==> config.mk <==
export PLATFORM = sky130hd
export DESIGN_NAME = async_rx
export DESIGN_NICKNAME = d
export VERILOG_FILES = /design/src/rtl/async_rx_pkg.sv /design/src/rtl/async_rx_baud.sv /design/src/rtl/async_rx_frame.sv /design/src/rtl/async_rx_fifo.sv /design/src/rtl/async_rx.sv
export SDC_FILE = /design/constraint.sdc
export NUM_CORES = 1
export LEC_CHECK = 0
export ABC_CLOCK_PERIOD_IN_PS = 2600
export BUFFER_PORTS_ARGS = -buffer_cell sky130_fd_sc_hd__clkbuf_2
export CORE_UTILIZATION = 35
export DETAILED_ROUTE_END_ITERATION = 6
export PLACE_DENSITY = 0.55
export RECOVER_POWER = 50
export SYNTH_ARGS = -nofsm -noshare
export SYNTH_HDL_FRONTEND = slang
export SYNTH_SLANG_ARGS = --single-unit
==> constraint.sdc <==
create_clock -name clk -period 2.6 [get_ports clk]
set_input_delay 0.52 -clock clk [delete_from_list [all_inputs] [get_ports clk]]
set_output_delay 0.52 -clock clk [all_outputs]
set_load 0.01 [all_outputs]
==> src/rtl/async_rx_pkg.sv <==
package async_rx_pkg;

    localparam int OS_SLOW = 16;
    localparam int OS_FAST = 4;
    localparam int PH_W    = $clog2(OS_SLOW);

    typedef enum logic [1:0] {
        ST_IDLE,
        ST_START,
        ST_DATA,
        ST_STOP
    } rx_state_e;

    typedef struct packed {
        logic [7:0] data;
        logic       bit8;
        logic       ferr;
    } rx_word_t;

    typedef struct packed {
        logic fast;
        logic addr_det;
        logic nine;
        logic cont_en;
        logic port_en;
    } rx_ctrl_t;

    function automatic logic maj3(input logic a, input logic b, input logic c);
        return (a & b) | (a & c) | (b & c);
    endfunction

endpackage

==> src/rtl/async_rx_baud.sv <==
module async_rx_baud #(
    parameter int DIV_W = 8
) (
    input  logic             clk,
    input  logic             rst,
    input  logic             run,
    input  logic [DIV_W-1:0] div,
    output logic             tick
);
    logic [DIV_W-1:0] cnt;

    always_ff @(posedge clk) begin
        if (rst || !run) begin
            cnt <= '0;
        end else if (cnt == div) begin
            cnt <= '0;
        end else begin
            cnt <= cnt + 1'b1;
        end
    end

    assign tick = run && (cnt == div);
endmodule

==> src/rtl/async_rx_frame.sv <==
module async_rx_frame
    import async_rx_pkg::*;
(
    input  logic     clk,
    input  logic     rst,
    input  logic     en,
    input  logic     rx_s,
    input  logic     nine,
    input  logic     fast,
    input  logic     tick,
    output logic     run,
    output logic     done,
    output rx_word_t word
);
    rx_state_e       state;
    logic [PH_W-1:0] phase;
    logic [3:0]      bitcnt;
    logic [1:0]      samp;
    logic [8:0]      shreg;
    logic            rx_prev;

    logic [PH_W-1:0] os_last;
    logic [PH_W-1:0] mid;
    logic [3:0]      last_bit;
    logic            bit_now;

    always_comb begin
        os_last  = fast ? PH_W'(OS_FAST - 1) : PH_W'(OS_SLOW - 1);
        mid      = fast ? PH_W'(OS_FAST / 2) : PH_W'(OS_SLOW / 2);
        last_bit = nine ? 4'd8 : 4'd7;
        bit_now  = maj3(samp[1], samp[0], rx_s);
    end

    assign run = (state != ST_IDLE);

    always_ff @(posedge clk) begin
        if (rst) begin
            state   <= ST_IDLE;
            phase   <= '0;
            bitcnt  <= '0;
            samp    <= '1;
            shreg   <= '0;
            rx_prev <= 1'b1;
            done    <= 1'b0;
            word    <= '0;
        end else begin
            rx_prev <= rx_s;
            done    <= 1'b0;
            if (!en) begin
                state <= ST_IDLE;
            end else if (state == ST_IDLE) begin
                if (rx_prev && !rx_s) begin
                    state  <= ST_START;
                    phase  <= '0;
                    bitcnt <= '0;
                end
            end else if (tick) begin
                phase <= (phase == os_last) ? '0 : phase + 1'b1;
                samp  <= {samp[0], rx_s};
                case (state)
                    ST_START: begin
                        if (phase == mid && bit_now) begin
                            state <= ST_IDLE;
                        end else if (phase == os_last) begin
                            state <= ST_DATA;
                        end
                    end
                    ST_DATA: begin
                        if (phase == mid) begin
                            shreg <= {bit_now, shreg[8:1]};
                        end
                        if (phase == os_last) begin
                            if (bitcnt == last_bit) begin
                                state <= ST_STOP;
                            end else begin
                                bitcnt <= bitcnt + 1'b1;
                            end
                        end
                    end
                    ST_STOP: begin
                        if (phase == mid) begin
                            done      <= 1'b1;
                            word.ferr <= !bit_now;
                            if (nine) begin
                                word.data <= shreg[7:0];
                                word.bit8 <= shreg[8];
                            end else begin
                                word.data <= shreg[8:1];
                                word.bit8 <= 1'b0;
                            end
                            state <= ST_IDLE;
                        end
                    end
                    default: state <= ST_IDLE;
                endcase
            end
        end
    end
endmodule

==> src/rtl/async_rx_fifo.sv <==
module async_rx_fifo
    import async_rx_pkg::*;
#(
    parameter int DEPTH = 2,
    localparam int AW = (DEPTH > 1) ? $clog2(DEPTH) : 1,
    localparam int CW = $clog2(DEPTH + 1)
) (
    input  logic          clk,
    input  logic          rst,
    input  logic          push,
    input  rx_word_t      din,
    input  logic          pop,
    output rx_word_t      dout,
    output logic [CW-1:0] count
);
    rx_word_t        mem [DEPTH];
    logic [AW-1:0]   rd_ptr;
    logic [AW-1:0]   wr_ptr;
    logic            pop_eff;

    function automatic logic [AW-1:0] nxt(input logic [AW-1:0] p);
        return (p == AW'(DEPTH - 1)) ? '0 : p + 1'b1;
    endfunction

    assign pop_eff = pop && (count != '0);
    assign dout    = mem[rd_ptr];

    always_ff @(posedge clk) begin
        if (rst) begin
            for (int i = 0; i < DEPTH; i++) begin
                mem[i] <= '0;
            end
            rd_ptr <= '0;
            wr_ptr <= '0;
            count  <= '0;
        end else begin
            if (push) begin
                mem[wr_ptr] <= din;
                wr_ptr      <= nxt(wr_ptr);
            end
            if (pop_eff) begin
                rd_ptr <= nxt(rd_ptr);
            end
            case ({push, pop_eff})
                2'b10:   count <= count + 1'b1;
                2'b01:   count <= count - 1'b1;
                default: count <= count;
            endcase
        end
    end
endmodule

==> src/rtl/async_rx.sv <==
module async_rx
    import async_rx_pkg::*;
#(
    parameter int DIV_W       = 8,
    parameter int DEPTH       = 2,
    parameter int SYNC_STAGES = 2
) (
    input  logic       clk,
    input  logic       rst,
    input  logic       rx_i,
    input  logic       wr_ctrl,
    input  logic       wr_div,
    input  logic [7:0] wdata,
    input  logic       rd_stb,
    output logic [7:0] rx_data,
    output logic       rx_bit8,
    output logic       rx_ferr,
    output logic       rx_oerr,
    output logic       rx_irq
);
    localparam int CW = $clog2(DEPTH + 1);

    rx_ctrl_t             ctrl_q;
    logic [DIV_W-1:0]     div_q;
    logic [SYNC_STAGES-1:0] sync_q;
    logic                 rx_s;
    logic                 rx_en;
    logic                 cont_en;
    logic                 run;
    logic                 tick;
    logic                 frame_done;
    rx_word_t             frame_word;
    rx_word_t             head;
    logic [CW-1:0]        fifo_count;
    logic                 accept;
    logic                 full_now;
    logic                 push;
    logic                 oerr_q;

    always_ff @(posedge clk) begin
        if (rst) begin
            ctrl_q <= '0;
            div_q  <= '0;
            sync_q <= '1;
        end else begin
            if (wr_ctrl) ctrl_q <= rx_ctrl_t'(wdata[$bits(rx_ctrl_t)-1:0]);
            if (wr_div)  div_q  <= wdata[DIV_W-1:0];
            sync_q <= {sync_q[SYNC_STAGES-2:0], rx_i};
        end
    end

    assign rx_s    = sync_q[SYNC_STAGES-1];
    assign cont_en = ctrl_q.cont_en;
    assign rx_en   = ctrl_q.port_en && ctrl_q.cont_en;

    async_rx_baud #(.DIV_W(DIV_W)) u_baud (
        .clk (clk),
        .rst (rst),
        .run (run),
        .div (div_q),
        .tick(tick)
    );

    async_rx_frame u_frame (
        .clk (clk),
        .rst (rst),
        .en  (rx_en),
        .rx_s(rx_s),
        .nine(ctrl_q.nine),
        .fast(ctrl_q.fast),
        .tick(tick),
        .run (run),
        .done(frame_done),
        .word(frame_word)
    );

    always_comb begin
        accept   = frame_done &&
                   !(ctrl_q.nine && ctrl_q.addr_det && !frame_word.bit8);
        full_now = (fifo_count == CW'(DEPTH)) && !(rd_stb && fifo_count != '0);
        push     = accept && !oerr_q && !full_now;
    end

    async_rx_fifo #(.DEPTH(DEPTH)) u_fifo (
        .clk  (clk),
        .rst  (rst),
        .push (push),
        .din  (frame_word),
        .pop  (rd_stb),
        .dout (head),
        .count(fifo_count)
    );

    always_ff @(posedge clk) begin
        if (rst || !cont_en) begin
            oerr_q <= 1'b0;
        end else if (accept && !oerr_q && full_now) begin
            oerr_q <= 1'b1;
        end
    end

    assign rx_irq  = (fifo_count != '0);
    assign rx_data = rx_irq ? head.data : 8'h00;
    assign rx_bit8 = rx_irq && head.bit8;
    assign rx_ferr = rx_irq && head.ferr;
    assign rx_oerr = oerr_q;
endmodule

Word-level counts from Yosys, hierarchy flattened
Memory sizes are Yosys's and may differ from the RTL's. A register that Yosys moved wholly into a read port is not among the register bits.
Cells that the tools add are included.
{ "word_totals": {"register_bits": 61, "ram_bits": 20, "input_bits": 14, "n_memories": 1} }
{ "classes": {"add_sub_neg": 7, "n_eq_ne": 16, "mux": 37, "bitwise_logic": 9, "n_reduce_logical": 42} }
{ "memory_table": {"columns": ["name", "words", "word_bits", "rd", "rd_ports_with_merged_regs", "wr", "line_no", "rtl"], "rows": [
  ["u_fifo.mem", 2, 10, 1, 1, 2, "async_rx_fifo.sv:16", "rx_word_t mem [DEPTH];"]
]} }
{ "op_table": {"columns": ["operator", "count"], "rows": [
  ["$mux W4", 12],
  ["$mux W2", 8],
  ["$logic_and A1 B1 Y1", 14],
  ["$eq A4 B4 Y1", 3],
  ["$mux W1", 12],
  ["$reduce_and A6 Y1", 2],
  ["$reduce_bool A2 Y1", 6],
  ["$mux W10", 1],
  ["$reduce_and A5 Y1", 2],
  ["$reduce_or A10 Y1", 1],
  ["$logic_not A1 Y1", 9],
  ["$mux W9", 1],
  ["$ne A3 B1 Y1 const B", 3],
  ["$add A4 B1 Y4 const B", 2],
  ["$add A8 B1 Y8 const B", 1],
  ["$eq A2 B2 Y1 const B", 4],
  ["$eq A8 B8 Y1", 1],
  ["$mux W8", 1],
  ["$pmux W2 S3", 1],
  ["$reduce_and A3 Y1", 2],
  ["$reduce_or A5 Y1", 1],
  ["$eq A2 B1 Y1 const B", 2],
  ["$ne A4 B1 Y1 const B", 1],
  ["$not A1 Y1", 4],
  ["other kinds (11)", 17]
]} }

Longest topological paths before layout
Gate-level depths: netlist of the first run.
{ "depth": {"word_depth": 11, "ltp_mapped": 7, "mapped_depth_nobuf": 6} }

Cells and area by module
From an unflattened synthesis of the first run, not the netlist that was laid out.
{ "hier_totals": {"cells_unflattened": 375, "hier_area_um2": 3861.2} }
{ "modules_own_cells": {"columns": ["mod", "instances", "cells_per_inst", "area_each_um2", "seq_area_each_um2"], "rows": [
  ["async_rx_frame", 1, 175, 1645.3, 660.6],
  ["async_rx_fifo", 1, 87, 1077.3, 700.7],
  ["async_rx", 1, 66, 661.9, 320.3],
  ["async_rx_baud", 1, 47, 476.7, 160.2]
]} }

Worst setup path after synthesis of the first run
OpenSTA, ideal clock, no wires.
{ "synth_path": {"kind": "input port to flip-flop", "from": "input rd_stb", "to": "memory u_fifo.mem[0][0] in the netlist's numbering (enable)", "arrival_time_ns": 1.660, "required_ns": 2.209, "slack_ns": 0.549, "path_stages": 3, "cell_sequence": "nor3b_1 nand4bb_1 o21ai_0"} }
{ "synth_lines": {"columns": ["element", "line_no", "rtl"], "rows": [
  ["from (decl)", "async_rx.sv:14", "input logic rd_stb,"],
  ["to (decl)", "async_rx_fifo.sv:16", null]
]} }

Worst setup path in the final report of the first run
{ "layout_path": {"from": "register u_frame.state[0]", "to": "register u_frame.phase[3]"} }
{ "layout_between": {"elab_chain_len": 4, "word_cells_on_any_way": 7, "cone_classes": "eq/ne: 1; mux: 1; reduce/logical: 5"} }
{ "layout_rtl": {"columns": ["element", "line_no", "rtl"], "rows": [
  ["from (decl)", "async_rx_frame.sv:15", "rx_state_e state;"],
  ["from (signal assigned)", "async_rx_frame.sv:38", "state <= ST_IDLE;"],
  ["from (signal assigned)", "async_rx_frame.sv:50", "state <= ST_IDLE;"],
  ["from (signal assigned)", "async_rx_frame.sv:53", "state <= ST_START;"],
  ["$reduce_bool A2 Y1", "async_rx_frame.sv:34", "assign run = (state != ST_IDLE);"],
  ["$logic_and A1 B1 Y1", "async_rx_baud.sv:22", "assign tick = run && (cnt == div);"],
  ["$reduce_bool A2 Y1 (no line)", null, null],
  ["$reduce_and A3 Y1 (no line)", null, null],
  ["to (signal assigned)", "async_rx_frame.sv:58", "phase <= (phase == os_last) ? '0 : phase + 1'b1;"],
  ["to (decl)", "async_rx_frame.sv:16", "logic [PH_W-1:0] phase;"]
]} }
Several ways; a longest one is shown, not always the timed one.
A chain may end at the register's enable or synchronous reset.

==> results.md, run 1 <==
- Cell Pwr Density: 546.7 nW/µm²
- Grt total ovfl: 0
- Crit start category: flip-flop
- Cell with the most instances after synthesis: dfxtp_1
- Clock Tree Root: clkbuf_8
- Gp weighted congestion: 0.8401
- Die area: 11210 µm²
- Die width: 105.9 µm
- Reg2reg end: u_frame.phase[3]
- Worst hold path type: input port to flip-flop
- Final Cycle Share: 85.06%
- Synth area leaders: dfxtp_1, edfxtp_1, mux2i_1
- Warnings, synthesis: 0
- Synth top area share: 32.87%
- WP data arrival: 2480 ps
- Antenna cells: 0
- Max_slew headroom: 35.16%
- Post-layout util: 40.64%
- Worst-case clock buffer depth: 2
- CTS Hold Bufs: 0
- Fin nets: 406
- Largest net degree at the start of global routing: 49
- Avg Inst Size Synth: 10.55 µm²
- Routed wire length: 6776 µm
- Register-to-Register Path Depth: 6
- Seq. cell area: 1842 µm²
- # port buffers: 25
- Synth top cells by count: dfxtp_1, nor2_1, mux2i_1
- First-pass GRT wire length: 11760 µm
- Multi-input gate area: 1828 µm²
- Core area: 10370 µm²
- Number of setup buffers added after CTS: 0
- Peak supply drop: 0.2644 mV
- Last element of the critical path: u_frame.phase[3]
- Hold_ws: 334.3 ps
- Initial antenna violation count: 0
- Vias: 2542
- Die Y: 105.9 µm
- Final Hold Violating Endpoints: 0
- Setup crit end kind: flip-flop
- EDFF count, synth: 20
- CTS Sinks: 82
- Remaining antenna violation count: 0
- Async SR Flop Fraction: 0%
- CTS resizes: 0
- Register bit total from synthesis: 82
- Tot GR Track Use: 13.37%
- Final min period: 2212 ps
- RSZ-0062 raised after global routing: false
- # H-tree levels: 3
- Vias in the first global route: 2432
- Vias per cell: 4.842
- Critical path fanouts, max: 8
- Status: complete, no violations
- CTS tree: yes
- Mapped Area: 3776 µm²
- Synthesized instance count: 358
- FMAX: 0.4522 GHz
- Wire per inst: 12.91 µm
- Final setup viols: 0
- Layout cells sized above 1: 16.71%
- Ports: 26
- Row count: 37
- Final Slew Violations: 0
- Worst Setup SP: u_frame.state[0]
- Top_reg_cell synth: dfxtp_1
- Post-synth top area cell: dfxtp_1
- Static Leak: 1.447 nW
- Final Non-Filler Cells: 525
- Placed Cells: 509
- Sequential-to-total area share from yosys stat: 48.77%
- Max Cap Viol: 0
- Critical path required time: 2860 ps
- Detailed-placement wirelength estimate: 4889 µm
- Detailed-routing iteration count for the pre-antenna-repair pass: 4
- Critical path class: flip-flop to flip-flop
- Worst r2r src: u_frame.state[0]
- Num CTS Buffers: 9
- Worst skew pair latency: 360 ps
- Filler Cell Count: 1046
- R2R Setup Slk: 390 ps
- Clock transition at the registers of the reported paths: 90 ps
- Mapped Nets: 380
- Residual DRC count: 0
- Transition time of the tightest slew-check pin: 972.6 ps
- DRT iter0 DRCs: 97
- Starting Density: 36.41%
- Skew final: 15.45 ps
- Setup TNS: 0 ps
- Distinct cells, synth: 58
- Layout area overhead: 11.60%
## state kept, by name, summed over array words and instances (netlist names), 2 cells and up, named ones only
name,cells
u_frame.word,10
u_fifo.mem,20
u_frame.shreg,9
u_frame.phase,4
sync_q,2
u_baud.cnt,8
u_frame.samp,2
div_q,8
u_frame.state,2
u_fifo.count,2
u_frame.bitcnt,4
ctrl_q,4
## how the worst min path moves through the flow
stage                endpoint  depth (start not counted)      start  slack, ps
detailed placement  sync_q[1]                          1  sync_q[0]        400
global placement    sync_q[1]                          1  sync_q[0]        400
floorplan           sync_q[1]                          1  sync_q[0]        390
CTS                 sync_q[0]                          2       rx_i        310
global route        sync_q[0]                          2       rx_i        320
finish              sync_q[0]                          2       rx_i        330
## routing by layer
layer  GRT usage, %  up-vias  part of all wire [%]  wire length (µm)
met1          17.34     1169                    49              3341
met4          4.861        0                   1.3                87
met3          4.267        8                   4.3               293
li1               -     1328                     -                 -
met2          20.77       37                    45              3054
met5              0        -                     0                 0
## final cells by class
cell class,instances,area share (%)
sequential,82,43.71
multi-input combinational,251,43.38
tap,136,4.038
timing repair buffer,32,3.830
clock buffer,9,2.939
clock inverter,7,1.395
inverter,8,0.7126
## cells by family (layout without fill, tap and decap cells)
group	Yosys count	count (layout)	share of synthesized area [%]
simple gates	134	134	19.45
flops	82	82	48.77
mux	43	43	11.40
fa+ha+maj	9	9	2.916
xor+xnor	18	18	4.772
buf+inv	25	56	2.684
compound gates	47	47	10.01
## critical path: stages, from the launching register on
cell	delay, ps
dfxtp_1	370
inv_1	90
ha_1	320
clkbuf_1	220
o32ai_2	620
nand3_2	200
o41ai_2	300
## through the flow
step	worst slack [ps]	power (mW)	instance area [µm²]
finish	388.4	2.304	4214
CTS	433.5	2.352	4242
global route	184.2	2.411	4214
detailed placement	334.6	1.489	4059
global placement	375.4	1.488	4059
floorplan	549.2	1.452	3776
## power by group
group	switching (mW)	internal (mW)	leakage [nW]
Sequential	0.0152	1.33	0.700
Clock	0.491	0.360	0.0868
Combinational	0.0663	0.0427	0.660
## placed cells by master (no fill, tap or decap), types with 9 or more instances in the layout
cell	n
xnor2_1	9
dfxtp_1	62
clkbuf_8	9
nand2_1	10
nor2_1	57
and2_0	20
mux2i_1	43
a211oi_1	11
edfxtp_1	20
clkbuf_2	24
Note: power is estimated with default switching activity, not from simulation.
==> run 2, diff against run 1 <==
--- a/config.mk
+++ b/config.mk
@@ -5,6 +5,7 @@
 export SDC_FILE = /design/constraint.sdc
 export NUM_CORES = 1
 export LEC_CHECK = 0
+export ABC_AREA = 1
 export ABC_CLOCK_PERIOD_IN_PS = 2600
 export BUFFER_PORTS_ARGS = -buffer_cell sky130_fd_sc_hd__clkbuf_2
 export CORE_UTILIZATION = 35
==> run 2 against run 1 <==
Die area increased by 0.23%. Clock skew is 5.2 ps lower. Sequential power barely moved. Hold slack better by 28 ps. Synthesized cell count up 42%. Highest routed layer unchanged.
==> results.md, run 2 <==
- Starting Density: 36.34% (-0.078 points)
- Synth top cells by count: nand2_1, nor2_1, inv_1
- Multi-input gate area: 1593 µm² (-13%)
- FMAX: 0.4646 GHz (+2.7%)
- Layout cells sized above 1: 9.276% (-7.4 points)
- Grt total ovfl: 0 (unchanged)
- Setup crit end kind: output port
- Final setup viols: 0 (unchanged)
- Setup TNS: 0 ps (unchanged)
- CTS resizes: 0 (unchanged)
- Mapped Nets: 531 (+40%)
- Transition time of the tightest slew-check pin: 722.2 ps (-250.4 ps)
- Vias in the first global route: 2911 (+20%)
- # H-tree levels: 3 (unchanged)
- # port buffers: 25 (unchanged)
- Placed Cells: 659 (+29%)
- Antenna cells: 0 (unchanged)
- Crit path max-delay family: flip-flops
- CTS Sinks: 82 (unchanged)
- Detailed-placement wirelength estimate: 5522 µm (+13%)
- Warnings, synthesis: 0 (unchanged)
- Biggest register: u_fifo.mem
- Die Y: 106.0 µm (+0.11%)
- Critical path fanouts, max: 11 (+3)
- Distinct cells, synth: 32 (-45%)
- Post-layout util: 41.06% (+0.42 points)
- Static Leak: 1.829 nW (+26%)
- Ports: 26 (unchanged)
- Clock Tree Root: clkbuf_8
- Wire per inst: 11.21 µm (-13%)
- First-pass GRT wire length: 13280 µm (+13%)
- Vias: 3106 (+22%)
- Critical path required time: 2080 ps (-780 ps)
- Seq. cell area: 1842 µm² (unchanged)
- Initial antenna violation count: 0 (unchanged)
- Layout area overhead: 12.99%
- Status: complete, no violations
- Largest registers: u_fifo.mem: 20 flops, u_frame.word: 10 flops, u_frame.shreg: 9 flops
- Residual DRC count: 0 (unchanged)
- Number of setup buffers added after CTS: 0 (unchanged)
- Final Slew Violations: 0 (unchanged)
- EDFF count, synth: 20 (unchanged)
- Final Cycle Share: 82.79% (-2.3 points)
- Commonest non-fill, non-tap cell in the layout: nand2_1
- Vias per cell: 4.601 (-5.0%)
- Crit start category: flip-flop
- Largest net degree at the start of global routing: 26 (-47%)
- Async SR Flop Fraction: 0% (unchanged)
- CTS Hold Bufs: 0 (unchanged)
- Max_slew headroom: 51.67% (+17 points)
- RSZ-0062 raised after global routing: false
- Max reg flops: 20 (unchanged)
- WP data arrival: 1630 ps (-850 ps)
- Avg Inst Size Synth: 7.436 µm² (-30%)
- Cell with the most instances after synthesis: nand2_1
- DRT iter0 DRCs: 174 (+79%)
- Hold_ws: 362.6 ps (+28.31 ps)
- Critical path class: flip-flop to output port
- Top_reg_cell synth: dfxtp_1
- Worst hold path type: input port to flip-flop
- Detailed-routing iteration count for the pre-antenna-repair pass: 4 (unchanged)
- Cell Pwr Density: 623.4 nW/µm² (+14%)
- Worst skew pair latency: 360 ps (about the same)
- Post-synth top area cell: dfxtp_1
- Worst-case clock buffer depth: 2 (unchanged)
- Most frequent cells in the layout: nand2_1, nor2_1, inv_1
- Routed wire length: 7564 µm (+12%)
- Max Cap Viol: 0 (unchanged)
- Row count: 37 (unchanged)
- Clock transition at the registers of the reported paths: 80 ps (about the same)
- Synthesized instance count: 509 (+42%)
- Sequential-to-total area share from yosys stat: 48.66% (-0.11 points)
- Synth top area share: 32.79% (-0.076 points)
- Num CTS Buffers: 9 (unchanged)
- Final min period: 2153 ps (-58.98 ps)
- WP buf/inv: 2 (unchanged)
- Tot GR Track Use: 15.09% (+1.7 points)
- Die area: 11230 µm² (+0.23%)
- Crit-path max cell delay: 510 ps (-110 ps)
- Gp weighted congestion: 0.8200 (-2.4%)
- Fin nets: 556 (+37%)
- Peak supply drop: 0.2379 mV (-10%)
- Filler Cell Count: 1050 (+0.38%)
- Final Non-Filler Cells: 675 (+29%)
- Slowest stage cell, crit path: dfxtp_1
- Remaining antenna violation count: 0 (unchanged)
- Die width: 106.0 µm (+0.11%)
- CP cell instances: clkinv_1 -> nand2_1 -> a21oi_1 -> clkbuf_2
- Synth area leaders: dfxtp_1, edfxtp_1, nand2_1
- Final Hold Violating Endpoints: 0 (unchanged)
- Final Power: 2.666 mW (+16%)
- Core area: 10420 µm² (+0.45%)
- CTS tree: yes
- Mapped Area: 3785 µm² (+0.23%)
- Skew final: 10.23 ps (-5.217 ps)
- Register bit total from synthesis: 82 (unchanged)
[run 2: logic make-up (layout without fill, tap and decap cells)]
| group | count (synthesis) | after routing | share of synthesized area [%] |
|---|---|---|---|
| fa+ha+maj | 8 | 8 | 2.645 |
| xor+xnor | 9 | 9 | 2.082 |
| simple gates | 245 | 245 | 26.68 |
| flops | 82 | 82 | 48.66 |
| compound gates | 80 | 80 | 11.01 |
| buf+inv | 85 | 115 | 8.926 |
[run 2: final timing paths]
kind              cells past startpoint                to        startpoint  slack (ps)
hold reg to reg                       1         sync_q[1]         sync_q[0]         410
hold / removal                        2         sync_q[0]              rx_i         360
setup reg to reg                      6  u_frame.shreg[6]  u_frame.state[0]         550
setup / recovery                      4           rx_bit8         flip-flop         450
[run 2: report_power, final]
part | total [mW] | switching [mW] | leakage, nW | internal (mW)
sequential | 1.35 | 0.0138 | 0.694 | 1.33
combinational | 0.107 | 0.0717 | 1.01 | 0.0358
clock | 1.21 | 0.476 | 0.127 | 0.735
[run 2: final cells by class]
| class | instances | share of cell area, % |
|---|---|---|
| clock inverters | 7 | 3.277 |
| multi-input cells | 342 | 37.24 |
| repair buffers | 29 | 3.394 |
| well taps | 136 | 3.979 |
| flip-flops and latches | 82 | 43.07 |
| inverters | 70 | 6.144 |
| clock buffers | 9 | 2.896 |
[run 2: per-layer routing]
| metal | vias to the layer above | wire [µm] | GRT usage [%] | share of wire, % |
|---|---|---|---|---|
| met5 | - | 0 | 0 | 0 |
| met4 | 0 | 173 | 7.341 | 2.3 |
| met3 | 13 | 260 | 3.679 | 3.4 |
| met2 | 52 | 3137 | 22.36 | 41 |
| met1 | 1385 | 3992 | 20.51 | 53 |
| li1 | 1656 | - | - | - |
[run 2: stage by stage]
stage	setup WS [ps]	cell area [µm²]
3_3_place_gp	531.3	4035
5_1_grt	262.2	4277
2_1_floorplan	861.2	3785
4_1_cts	448.2	4299
6_report	447.4	4277
3_5_place_dp	466.2	4035
==> run 3, diff against run 2 <==
--- a/config.mk
+++ b/config.mk
@@ -6,11 +6,11 @@
 export NUM_CORES = 1
 export LEC_CHECK = 0
 export ABC_AREA = 1
-export ABC_CLOCK_PERIOD_IN_PS = 2600
+export ABC_CLOCK_PERIOD_IN_PS = 1800
 export BUFFER_PORTS_ARGS = -buffer_cell sky130_fd_sc_hd__clkbuf_2
 export CORE_UTILIZATION = 35
 export DETAILED_ROUTE_END_ITERATION = 6
-export PLACE_DENSITY = 0.55
+export PLACE_DENSITY = 0.57
 export RECOVER_POWER = 50
 export SYNTH_ARGS = -nofsm -noshare
 export SYNTH_HDL_FRONTEND = slang
==> constraint.sdc (replaced) <==
create_clock -name clk -period 1.8 [get_ports clk]
set_input_delay 0.36 -clock clk [delete_from_list [all_inputs] [get_ports clk]]
set_output_delay 0.36 -clock clk [all_outputs]
set_load 0.01 [all_outputs]
==> run 3 against run 2 <==
Critical path type unchanged. Register-to-register slack got worse by 400 ps. Non-clock buffer count rose by 11. Sequential share of layout area down 0.76 points. Sequential power grew 44%. Flip-flop and latch count is the same. Cell area rose by 2.1%. Via count grew 0.61%. Clock power is essentially flat. Utilization is 0.85 points higher. First-iteration DRC count up 11%. Clock skew hardly changed.
==> results.md, run 3 (synthesis gave the netlist of run 2 again) <==
- Final Hold Violating Endpoints: 0 (unchanged)
- DRT iter0 DRCs: 193 (+11%)
- Remaining antenna violation count: 0 (unchanged)
- Clock transition at the registers of the reported paths: 80 ps (about the same)
- Grt total ovfl: 0 (unchanged)
- Wire length on met2: 3489 µm (+11%)
- Final Cycle Share: 94.65%
- Layout area overhead: 15.34%
- Wire per inst: 11.18 µm (-0.24%)
- Worst hold path type: input port to flip-flop
- Final Slew Violations: 0 (unchanged)
- Vias per cell: 4.555 (-1.0%)
- Critical path class: flip-flop to output port
- CP cell instances: nor2_1 -> buf_4 -> a21oi_1 -> clkbuf_2
- Cell Pwr Density: 764.2 nW/µm² (+23%)
- Combinational share of power: 5.3% (+1.3 points)
- WP buf/inv: 2 (unchanged)
- Gp weighted congestion: 0.7678 (-6.4%)
- Fin nets: 567 (+2.0%)
- Initial antenna violation count: 0 (unchanged)
- Worst-case clock buffer depth: 2 (unchanged)
- Max Used Layer: met4
- Static Leak: 1.853 nW (+1.3%)
- Final setup viols: 0 (unchanged)
- Cell Area, Placed: 4148 µm² (+2.8%)
- Crit path max-delay family: flip-flops
- Ports: 26 (unchanged)
- Max_slew headroom: 74.55% (+23 points)
- Critical path required time: 1440 ps (-640 ps)
- Crit start category: flip-flop
- FMAX: 0.5870 GHz
- Residual DRC count: 0 (unchanged)
- Filler Cell Count: 1071 (+2.0%)
- Tot GR Track Use: 14.79% (-0.30 points)
- DR WL met3: 296 µm (+14%)
- Post-layout util: 41.91% (+0.85 points)
- Seq. cell area: 1847 µm² (+0.27%)
- Biggest register: u_fifo.mem
- First-pass GRT wire length: 13250 µm (-0.26%)
- Row count: 37 (unchanged)
- Most frequent cells in the layout: nand2_1, nor2_1, inv_1
- CTS Sinks: 82 (unchanged)
- NetSw: 0.8378 mW (+49%)
- Max Cap Viol: 0 (unchanged)
- Commonest non-fill, non-tap cell in the layout: nand2_1
- Hold_ws: 178.4 ps (-184.2 ps)
- Switch share: 25.11% (+4.0 points)
- Met1 layer wirelength in the final routing: 3793 µm (-5.0%)
- Transition time of the tightest slew-check pin: 381.3 ps (-340.9 ps)
- Die width: 106.0 µm (unchanged)
- Peak supply drop: 0.3909 mV (+64%)
- R2R Setup Slk: 150 ps (-400 ps)
- Largest registers: u_fifo.mem: 20 flops, u_frame.word: 10 flops, u_frame.shreg: 9 flops
- Slowest stage cell, crit path: dfxtp_2
- # port buffers: 25 (unchanged)
- Multi-input gate area: 1650 µm² (+3.6%)
- Max reg flops: 20 (unchanged)
- Placed Cells: 669 (+1.5%)
- # H-tree levels: 3 (unchanged)
- Status: complete, no violations
- Worst skew pair latency: 360 ps (about the same)
- Starting Density: 36.34% (unchanged)
- Core area: 10420 µm² (unchanged)
- Antenna cells: 0 (unchanged)
- Skew final: 10.52 ps (+0.2900 ps)
- Crit-path max cell delay: 400 ps (-110 ps)
- Num CTS Buffers: 9 (unchanged)
- WP data arrival: 1340 ps (-290 ps)
- Die area: 11230 µm² (unchanged)
- Layout cells sized above 1: 14.36% (+5.1 points)
- Final min period: 1704 ps
- Fin area: 4365 µm² (+2.1%)
- Clock Tree Root: clkbuf_8
- CTS tree: yes
- Vias: 3125 (+0.61%)
- Clock network power share: 36.3% (-9.1 points)
- Design internal power: 2.498 mW (+19%)
- Sequential power share: 58.4% (+7.9 points)
- Die Y: 106.0 µm (unchanged)
- Vias in the first global route: 2931 (+0.69%)
- Largest net degree at the start of global routing: 38 (+46%)
- Detailed-routing iteration count for the pre-antenna-repair pass: 4 (unchanged)
- Detailed-placement wirelength estimate: 5413 µm (-2.0%)
- Routed wire length: 7669 µm (+1.4%)
- Critical path fanouts, max: 11 (unchanged)
- Final Non-Filler Cells: 686 (+1.6%)
- Setup crit end kind: output port
- Final Power: 3.336 mW (+25%)
## run 3: cell count changes in the layout (fill, tap and decap cells not counted), sizes merged
cell      change
buf          +12
bufinv        -4
clkinv        +1
inv           +1
clkinvlp      +2
clkbuf        -1
## run 3: final timing paths
kind               startpoint                 to  depth (start not counted)
min reg2reg         sync_q[0]          sync_q[1]                          1
min                      rx_i          sync_q[0]                          2
max           u_fifo.count[0]            rx_bit8                          4
max reg2reg  u_frame.state[0]  u_frame.bitcnt[3]                         11
## run 3: per-layer routing
| metal | track usage, % | vias to the layer above |
|---|---|---|
| met5 | 0 | - |
| met4 | 5.258 | 0 |
| met3 | 3.740 | 8 |
| met2 | 24.14 | 49 |
| met1 | 18.91 | 1396 |
| li1 | - | 1672 |
## run 3: area by class of cell
type	count	area share [%]
Sequential cell	82	42.30
Multi-Input combinational cell	342	37.80
Inverter	70	6.019
Timing Repair Buffer	40	5.933
Tap cell	136	3.898
Clock buffer	9	2.837
Clock inverter	7	1.204
## run 3: per-stage QoR
step | setup TNS, ps | worst slack [ps]
floorplan | 0 | 64.73
global placement | 0 | 87.96
detailed placement | 0 | 38.56
CTS | 0 | 22.03
global route | -165.6 | -64.97
finish | 0 | 96.29
## run 3: what timing repair did
action	CTS	global route
hold buffers	0	0
gates resized for setup	0	16
setup buffers	0	1
setup endpoints to repair	0	33
## run 3: power groups by stage
stage / Combinational (mW) / Clock [mW] / Sequential, mW
detailed placement: 0.177 / 0 / 1.99
floorplan: 0.110 / 0 / 1.98
finish: 0.176 / 1.21 / 1.95
global route: 0.201 / 1.34 / 1.95
CTS: 0.178 / 1.24 / 1.95
global placement: 0.173 / 0 / 1.99
